`src/rtl/bru_pkg.sv`:
```
package bru_pkg;

  typedef enum logic [1:0] {SZ_BYTE = 2'd0, SZ_HALF = 2'd1, SZ_WORD = 2'd2} size_e;

  typedef enum logic [2:0] {
    SRC_FILL, SRC_PROT, SRC_IO, SRC_EE, SRC_SAVE, SRC_OPEN
  } src_e;

  // Window mask of each region; zero for regions with no store.
  function automatic logic [24:0] region_mask(input logic [7:0] r);
    case (r)
      8'd0:                             return 25'h0003FFF;
      8'd2:                             return 25'h003FFFF;
      8'd3:                             return 25'h0007FFF;
      8'd4, 8'd5, 8'd7:                 return 25'h00003FF;
      8'd6:                             return 25'h001FFFF;
      8'd8, 8'd9, 8'd10, 8'd11, 8'd12:  return 25'h1FFFFFF;
      default:                          return 25'h0000000;
    endcase
  endfunction

  // Pattern content of a region store at masked offset o.
  function automatic logic [7:0] fill_byte(input logic [7:0] r, input logic [24:0] o,
                                           input logic [7:0] seed);
    logic [7:0] a, b;
    logic [8:0] c;
    a = r * seed;
    b = o[15:8] * 8'd3;
    c = o[24:16] * 9'd5;
    return a ^ o[7:0] ^ b ^ c[7:0];
  endfunction

  function automatic logic [15:0] fill_half(input logic [7:0] r, input logic [24:0] o,
                                            input logic [7:0] seed);
    return {fill_byte(r, o + 25'd1, seed), fill_byte(r, o, seed)};
  endfunction

  function automatic logic [31:0] fill_word(input logic [7:0] r, input logic [24:0] o,
                                            input logic [7:0] seed);
    return {fill_half(r, o + 25'd2, seed), fill_half(r, o, seed)};
  endfunction

  function automatic logic [31:0] rotr_bytes(input logic [31:0] v, input logic [1:0] n);
    case (n)
      2'd0:    return v;
      2'd1:    return {v[7:0], v[31:8]};
      2'd2:    return {v[15:0], v[31:16]};
      default: return {v[23:0], v[31:24]};
    endcase
  endfunction

  function automatic logic io_readable(input logic [8:0] h, input int gap);
    return (int'(h) % gap) != (gap - 1);
  endfunction

endpackage

```
`src/rtl/bru_decode.sv`:
```
module bru_decode
  import bru_pkg::*;
#(
  parameter int IO_GAP = 16
) (
  input  logic [31:0] addr,
  input  logic [1:0]  size,
  input  logic [7:0]  pc_top,
  input  logic        ee_en,
  input  logic        save_en,
  output src_e        src,
  output logic [7:0]  region,
  output logic [24:0] offset,
  output logic        io_hi_ok
);
  logic       locked;
  logic [8:0] h_lo;
  logic [8:0] h_hi;

  always_comb begin
    region   = addr[31:24];
    offset   = addr[24:0] & region_mask(addr[31:24]);
    locked   = pc_top != 8'd0;
    h_lo     = (size == SZ_WORD) ? {offset[9:2], 1'b0} : offset[9:1];
    h_hi     = {offset[9:2], 1'b1};
    io_hi_ok = io_readable(h_hi, IO_GAP);
    case (region)
      8'd0:   src = !locked ? SRC_FILL : (addr[23:14] == 10'd0 ? SRC_PROT : SRC_OPEN);
      8'd2, 8'd3, 8'd5, 8'd6, 8'd7,
      8'd8, 8'd9, 8'd10, 8'd11, 8'd12:
              src = SRC_FILL;
      8'd4:   src = (addr[23:10] == 14'd0 && io_readable(h_lo, IO_GAP)) ? SRC_IO : SRC_OPEN;
      8'd13:  src = ee_en ? SRC_EE : SRC_OPEN;
      8'd14:  src = save_en ? SRC_SAVE : SRC_OPEN;
      default: src = SRC_OPEN;
    endcase
  end
endmodule

```
`src/rtl/bru_align.sv`:
```
module bru_align
  import bru_pkg::*;
(
  input  logic [31:0] raw,
  input  logic [1:0]  size,
  input  logic        sgn,
  input  logic [1:0]  lsb,
  input  logic        pass,
  output logic [31:0] data
);
  logic [15:0] v;

  always_comb begin
    v = raw[15:0];
    if (size == SZ_BYTE)
      data = {24'd0, raw[7:0]};
    else if (pass)
      data = raw;
    else if (size == SZ_WORD)
      data = rotr_bytes(raw, lsb);
    else if (sgn)
      data = lsb[0] ? {{24{v[15]}}, v[15:8]} : {{16{v[15]}}, v};
    else
      data = lsb[0] ? {v[7:0], 16'd0, v[15:8]} : {16'd0, v};
  end
endmodule

```
`src/rtl/bus_read_unit.sv`:
```
module bus_read_unit
  import bru_pkg::*;
#(
  parameter int         IO_GAP = 16,
  parameter logic [7:0] SEED   = 8'h1D
) (
  input  logic        clk,
  input  logic        rst_n,
  input  logic        req,
  input  logic [31:0] addr,
  input  logic [1:0]  size,
  input  logic        sgn,
  input  logic [31:0] pc,
  input  logic        wide_state,
  input  logic        ee_en,
  input  logic        save_en,
  output logic        ee_sel,
  output logic        save_sel,
  input  logic [31:0] ee_rdata,
  input  logic [31:0] save_rdata,
  output logic        rsp_valid,
  output logic [31:0] rdata
);
  src_e        src;
  logic [7:0]  region;
  logic [24:0] offset;
  logic        io_hi_ok;
  logic [31:0] prot_q;
  logic        boot_fetch;
  logic [7:0]  q_reg;
  logic [24:0] q_mask;
  logic [24:0] q_off;
  logic [24:0] q_hoff;
  logic [24:0] q_boff;
  logic [31:0] open_val;
  logic [31:0] raw;
  logic [31:0] aligned;
  logic        pass;

  bru_decode #(.IO_GAP(IO_GAP)) u_dec (
    .addr(addr), .size(size), .pc_top(pc[31:24]), .ee_en(ee_en), .save_en(save_en),
    .src(src), .region(region), .offset(offset), .io_hi_ok(io_hi_ok)
  );

  // Open-bus value from the instruction stream.
  always_comb begin
    q_reg  = pc[31:24];
    q_mask = region_mask(q_reg);
    q_off  = pc[24:0] & q_mask;
    q_hoff = (pc[24:0] + {22'd0, wide_state & addr[1], 2'b00} / 25'd2) & q_mask;
    q_boff = (pc[24:0] + {23'd0, wide_state ? addr[1:0] : {1'b0, addr[0]}}) & q_mask;
    case (size)
      SZ_WORD: open_val = wide_state ? fill_word(q_reg, {q_off[24:2], 2'b00}, SEED)
                                     : {2{fill_half(q_reg, {q_off[24:1], 1'b0}, SEED)}};
      SZ_HALF: open_val = {16'd0, fill_half(q_reg, {q_hoff[24:1], 1'b0}, SEED)};
      default: open_val = {24'd0, fill_byte(q_reg, q_boff, SEED)};
    endcase
  end

  always_comb begin
    pass = 1'b0;
    case (src)
      SRC_FILL, SRC_IO: begin
        if (size == SZ_WORD)
          raw = (src == SRC_IO && !io_hi_ok)
              ? {16'd0, fill_half(region, {offset[24:2], 2'b00}, SEED)}
              : fill_word(region, {offset[24:2], 2'b00}, SEED);
        else if (size == SZ_HALF)
          raw = {16'd0, fill_half(region, {offset[24:1], 1'b0}, SEED)};
        else
          raw = {24'd0, fill_byte(region, offset, SEED)};
      end
      SRC_PROT: begin
        if (size == SZ_WORD)      raw = prot_q;
        else if (size == SZ_HALF) raw = {16'd0, addr[1] ? prot_q[31:16] : prot_q[15:0]};
        else                      raw = {24'd0, prot_q[8*addr[1:0] +: 8]};
      end
      SRC_EE:   begin raw = ee_rdata;   pass = 1'b1; end
      SRC_SAVE: begin raw = save_rdata; pass = 1'b1; end
      default:  raw = open_val;
    endcase
  end

  bru_align u_align (
    .raw(raw), .size(size), .sgn(sgn), .lsb(addr[1:0]), .pass(pass), .data(aligned)
  );

  assign ee_sel     = req && (src == SRC_EE);
  assign save_sel   = req && (src == SRC_SAVE);
  assign boot_fetch = req && (region == 8'd0) && (pc[31:24] == 8'd0);

  always_ff @(posedge clk or negedge rst_n) begin
    if (!rst_n) begin
      rsp_valid <= 1'b0;
      rdata     <= 32'd0;
      prot_q    <= 32'd0;
    end else begin
      rsp_valid <= req;
      if (req) rdata <= aligned;
      if (boot_fetch) prot_q <= fill_word(8'd0, {offset[24:2], 2'b00}, SEED);
    end
  end

  assert_valid_follows_req_R9: assert property (@(posedge clk) disable iff (!rst_n)
    req |=> rsp_valid);
  assert_valid_idle_R9: assert property (@(posedge clk) disable iff (!rst_n)
    !req |=> !rsp_valid);
  assert_byte_zero_ext_R6: assert property (@(posedge clk) disable iff (!rst_n)
    (req && size == SZ_BYTE) |=> rdata[31:8] == 24'd0);
  assert_signed_odd_R5: assert property (@(posedge clk) disable iff (!rst_n)
    (req && size == SZ_HALF && sgn && addr[0] && !pass) |=> rdata[31:8] == {24{rdata[7]}});
  assert_one_port_R8: assert property (@(posedge clk) disable iff (!rst_n)
    !(ee_sel && save_sel) && (!ee_sel || ee_en) && (!save_sel || save_en));
  assert_prot_hold_R2: assert property (@(posedge clk) disable iff (!rst_n)
    !boot_fetch |=> $stable(prot_q));
endmodule

```
`config.mk`:
```
export PLATFORM = sky130hd
export DESIGN_NAME = bus_read_unit
export DESIGN_NICKNAME = d
export VERILOG_FILES = /design/src/rtl/bru_pkg.sv /design/src/rtl/bru_decode.sv /design/src/rtl/bru_align.sv /design/src/rtl/bus_read_unit.sv
export SDC_FILE = /design/constraint.sdc
export NUM_CORES = 1
export LEC_CHECK = 0
export BUFFER_PORTS_ARGS = -buffer_cell sky130_fd_sc_hd__buf_2
export CORE_MARGIN = 2
export CORE_UTILIZATION = 50
export CTS_CLUSTER_DIAMETER = 100
export DETAILED_ROUTE_END_ITERATION = 16
export GPL_TIMING_DRIVEN = 0
export PLACE_DENSITY = 0.73
export SLEW_MARGIN = 10
export SYNTH_ARGS = -nofsm -noshare
export SYNTH_HDL_FRONTEND = slang
export SYNTH_HIERARCHICAL = 1
export SYNTH_SLANG_ARGS = --single-unit
```
`constraint.sdc`:
```
create_clock -name clk -period 6.2 [get_ports clk]
set_input_delay 0.62 -clock clk [delete_from_list [all_inputs] [get_ports clk]]
set_output_delay 0.62 -clock clk [all_outputs]
set_load 0.005 [all_outputs]
```
* After elaboration in Yosys (flattened, before gate mapping)
Memories as Yosys holds them, arrays and structs flattened.
Index checks and enable logic that the tools add are counted.
** Word-level totals
- Flip-flop bits (word level) :: 65
- ROM bits :: 800
- Input port bits :: 137
- Output and inout port bits :: 35
- Word-level logic and storage cells :: 176
- Memories kept :: 2
** Memories
- (name not given) :: words 16, width 25, read ports 1, clocked after memory_dff 0, write ports 0, RTL line bru_pkg.sv:11 : case (r)
- (name not given) :: words 16, width 25, read ports 1, clocked after memory_dff 0, write ports 0, RTL line bru_pkg.sv:11
** Cells by class
- $add $sub $neg :: 11
- Multiply operators :: 28
- Eq/ne operators :: 23
- Shifts and indexed selects :: 1
- Multiplexer cells :: 27
- Bitwise operators :: 61
- Reduce and logical (&&, ||, !) cells :: 20
** Operator list (number)
- $xor 8x8->8 :: 56
- $mux 32 :: 9
- $add 25x1->25 const B :: 7
- $pmux 32 s4 :: 1
- $mul 9x3->8 const B :: 13
- $mul 8x2->8 const B :: 13
- $and 25x25->25 :: 4
- $pmux 32 s3 :: 1
- $pmux 32 s2 :: 1
- $eq 8x4->1 const B :: 7
- $add 25x2->25 :: 2
- $add 25x2->25 const B :: 2
- $mux 25 :: 2
- $mux 16 :: 3
- $eq 8x3->1 const B :: 4
- $shiftx 32x6->8 :: 1
- $eq 8x2->1 const B :: 2
- $logic_not 8->1 :: 2
- $mul 8x5->8 const B :: 2
- $mux 15 :: 1
- $pmux 3 s5 :: 1
- $logic_not 14->1 :: 1
- $mux 3 :: 4
- $logic_not 10->1 :: 1
- 18 further kinds :: 31

* Logic depth before layout (Yosys ltp)
- Depth in word-level cells :: 18
- Gate-level depth with buffers :: 25

* Modules after synthesis
Netlist, hierarchy kept.
** Modules (own cells, without submodules)
- bus_read_unit :: times used 1, cells each 868, area an instance 7524.7 µm²
- bru_align :: times used 1, cells each 194, area an instance 1614.0 µm²
- bru_decode :: times used 1, cells each 92, area an instance 571.8 µm²

* Least setup slack after synthesis
No wires, ideal clock.
- Path kind :: input to register
- Start :: in addr[1]
- End :: reg rdata[31]
- Library setup time :: 0.125 ns
- Arrival :: 5.632 ns
- Data required time :: 6.075 ns
- Setup slack :: 0.443 ns
- Cell stages on the path :: 22
- Path buffers :: 0
- Path through :: and2_1 -> ha_1 -> ha_1 -> a31oi_1 -> or3_1 -> or4_1 -> xor2_1 -> nor2_1 -> ha_1 -> ha_1 -> fa_1 -> a21o_1 -> a21oi_1 -> xor2_1 -> xnor2_1 -> xnor2_1 -> xnor3_1 -> a311o_1 -> mux2i_1 -> a32oi_1 -> a32o_1 -> mux2_2
** Between the ends
- Elaborated cells between the ends (all ways) :: 61
** RTL lines
- from (decl) :: RTL line bus_read_unit.sv:10 : input logic [31:0] addr,
- parallel branches: the longest is 8 deep, another holds $add 25x2->25
- $pmux 32 s4 (*) :: RTL line bus_read_unit.sv:62 : case (src)
- named net raw[7] :: RTL line bus_read_unit.sv:36 : logic [31:0] raw;
- $mux 32 :: RTL line bru_align.sv:24 : data = lsb[0] ? {v[7:0], 16'd0, v[15:8]} : {16'd0, v};
- $mux 32 :: RTL line bru_align.sv:21 : else if (sgn)
- $mux 32 (*) :: RTL line bru_align.sv:19 : else if (size == SZ_WORD)
- $mux 32 (*) :: RTL line bru_align.sv:17 : else if (pass)
- $mux 32 (*) :: RTL line bru_align.sv:15 : if (size == SZ_BYTE)
- named net aligned[31] :: RTL line bus_read_unit.sv:37 : logic [31:0] aligned;
- to (signal assigned) :: RTL line bus_read_unit.sv:99 : if (req) rdata <= aligned;
- to (decl) :: RTL line bus_read_unit.sv:22 : output logic [31:0] rdata
Mark *: on every way through the listed nets, which the timed path passes.
A chain may end at the register's enable or synchronous reset.

* Worst setup path after layout
- Start :: in addr[1]
- End :: reg rdata[15]
** Between the ends
- Elaborated cells between the ends (all ways) :: 61
** RTL lines
- parallel branches: the longest is 8 deep, another holds $add 25x2->25
- $pmux 32 s4 (*) :: RTL line bus_read_unit.sv:62
- named net raw[7] :: RTL line bus_read_unit.sv:36
- $pmux 32 s3 (*) :: RTL line bru_pkg.sv:44 : case (n)
- $mux 32 (*) :: RTL line bru_align.sv:19
- $mux 32 (*) :: RTL line bru_align.sv:17
- $mux 32 (*) :: RTL line bru_align.sv:15
- named net aligned[15] :: RTL line bus_read_unit.sv:37
Marked as above.

==> flow_metrics.py <==
metrics = {
    "global_routing": {
        "grt_usage": 0.304,
        "grt_max_degree": 44,
        "grt_pass1_wl_um": 48700,
        "grt_pass1_vias": 9014,
        "antenna_found_initial": 1,
        "grt_overflow": 0,
    },
    "power_and_ir_drop": {
        "p_switching_mw": 0.712,
        "powerDensity_nw_per_um2": 155,
        "clockPowerShare": 0.151,
        "p_leak_nw": 5.35,
        "internal_power_mw": 1.01,
        "combPwrFrac": 0.650,
        "seqPwrFrac": 0.199,
        "max-vdd-ir-drop_mv": 0.0892,
        "p_sw_frac": 0.413,
    },
    "outcome": {
        "status": "completed",
    },
    "critical_path": {
        "crit_required_ns": 6.37,
        "critPathSlowestCell": "or4_1",
        "crit_chain": "buf_6 > and2_4 > ha_1 > ha_4 > a31oi_2 > or3_4 > or4_1 > xor2_1 > nor2_2 > ha_1 > ha_1 > fa_2 > a21o_1 > a21oi_2 > xor2_1 > xnor2_1 > xnor2_1 > xnor3_1 > a311o_1 > mux2i_1 > o21ai_0 > a22o_1 > mux2_2",
        "cpPeakStageDelay_ns": 0.53,
        "crit_top_cell": "ha_1",
        "endpoint_kind": "flip-flop",
        "crit_type": "in -> reg",
        "worst_ep_arrival_time_ns": 6.22,
        "cp-start-kind": "input pin",
        "cp_max_fo": 9,
    },
    "logic_synthesis": {
        "synth_area_um2": 9700,
        "syn-num-nets": 1404,
        "synthCells": 1153,
        "yosys_warnings": 6,
        "avgSynthCellArea_um2": 8.42,
    },
    "finish": {
        "final_area_um2": 11100,
        "final_layout_size_suffix_gt1_frac": 0.222,
        "fin_nets": 1579,
        "area.growth.synth_to_final_pct": 14.2,
        "fillers": 1799,
    },
    "clock_tree": {
        "cts.path.max_buffers": 2,
        "clk_latency_ns": 0.29,
        "htreeDepth": 2,
        "cts_root_buf": "clkbuf_16",
        "clock-sinks": 43,
        "cts.clk_slew.worst_paths_ns": 0.06,
        "hold_buffers": 0,
        "cts_tree": "built",
        "numCtsBuffers": 5,
    },
    "detailed_routing": {
        "viasPerCell": 6.05,
        "drt_wl_total_um": 31600,
        "ant_nets": 0,
        "drc": 0,
        "vias": 9615,
        "drt-pass1-iter-count": 8,
        "dr.first_iter.drc_count": 1002,
        "wire_per_inst_um": 19.9,
    },
    "sta": {
        "hold_viol": 0,
        "rsz0062_at_grt": "false",
        "period_needed_ns": 6.05,
        "finClkSkew_ns": 0.00369,
        "fmaxAchievable_mhz": 165,
        "worst_hold_slack_ns": 0.447,
        "finalSetupViolCount": 0,
        "finalCritPeriodShare": 0.975,
        "maxSlewHeadroom": 0.381,
        "tightest_slew_ns": 0.929,
        "slew_violations": 0,
    },
    "floorplan": {
        "dieWidth_um": 143,
        "die_h_um": 143,
        "core_um2": 18900,
        "start_util": 0.514,
        "die_area_um2": 20500,
        "rows": 50,
        "pin_count": 172,
    },
    "run": {
        "cap_violations": 0,
    },
    "place": {
        "io_buffers": 167,
        "placed_area_um2": 10900,
        "globalplace.congestion": 0.996,
        "dp_hpwl_um": 26300,
    },
    "worst_hold_path": {
        "hp-class": "in -> reg",
    },
}
-- metal layers --
| metal | routed length [µm] | GRT usage | vias to the layer above |
|---|---|---|---|
| li1 | - | - | 4512 |
| met1 | 13600 | 0.425 | 4502 |
| met2 | 13900 | 0.473 | 536 |
| met3 | 3340 | 0.0683 | 65 |
| met4 | 815 | 0.0841 | 0 |
| met5 | 0 | 0 | - |
-- timing repair --
action | CTS | global route
gates resized for setup | 5 | 11
setup buffers | 1 | 1
pin swaps | 3 | 7
setup endpoints to repair | 17 | 24
-- placed cells by master, fill, tap and decap left out, types with 25 or more instances in the layout --
cell	count
inv_1	66
dfrtp_1	43
nand2_1	85
mux2i_1	29
ha_1	92
and3_1	25
a21oi_1	44
a21o_1	29
xor2_1	39
o21ai_0	34
and2_1	37
nor2_1	67
xnor2_1	126
mux2_2	36
buf_2	185
-- stage by stage --
step,setup WS (ns),util,setup TNS (ns),std cells,total power [mW]
after floorplan,0.443,-,0,1153,1.10
after global placement,-0.732,0.575,-7.37,1580,1.42
after detailed placement,-0.819,0.575,-9.15,1580,1.44
after CTS,0.00778,0.584,0,1588,1.71
after global routing,0.0165,0.586,0,1588,1.82
final,0.154,0.587,0,1590,1.72
-- worst max-delay path, delay by kind of cell --
| family | cells | cell delay (ns) |
|---|---|---|
| and+or+nand+nor | 4 | 1.36 |
| xor gates and xnor gates | 5 | 1.06 |
| AOI/OAI and AO/OA | 6 | 1.24 |
| muxes | 2 | 0.48 |
| buffers and inverters | 1 | 0.15 |
| adders and majority gates | 5 | 1.29 |
-- power groups by stage --
stage | sequential, mW | clock, mW | combinational, mW
5_1_grt | 0.349 | 0.277 | 1.20
6_report | 0.343 | 0.260 | 1.12
3_5_place_dp | 0.348 | 0 | 1.09
3_3_place_gp | 0.347 | 0 | 1.07
4_1_cts | 0.343 | 0.266 | 1.10
2_1_floorplan | 0.353 | 0 | 0.747
-- final timing paths --
path / startpoint / endpoint / slack, ns / depth (start not counted)
worst max-delay path: addr[1] / rdata[15]$_DFFE_PN0P_ / 0.15 / 23
worst min-delay path: req / rsp_valid$_DFF_PN0_ / 0.45 / 1
worst max register to register: prot_q[25]$_DFFE_PN0P_ / rdata[9]$_DFFE_PN0P_ / 3.46 / 9
worst min register to register: rdata[27]$_DFFE_PN0P_ / rdata[27]$_DFFE_PN0P_ / 0.50 / 1
max in group asynchronous: rst_n / prot_q[28]$_DFFE_PN0P_ / 5.15 / 1
min in group asynchronous: rst_n / rdata[5]$_DFFE_PN0P_ / 0.48 / 1
-- sequential cells by signal, indices dropped and copies added, names as in the netlist --
| name | count |
|---|---|
| rdata | 32 |
| prot_q | 10 |
| rsp_valid | 1 |
-- area by class of cell --
cell class	instances	area, µm²	share of cell area
diodes	2	5.00	0.000452
plain buffers	69	383	0.0345
clock buffers	6	139	0.0125
clock inverters	1	5.00	0.000452
inverters	67	251	0.0227
multi-input cells	973	8040	0.726
flip-flops and latches	43	1080	0.0971
well taps	260	325	0.0294
repair buffers	169	857	0.0773
No activity file was read; power rests on OpenSTA's default activity.
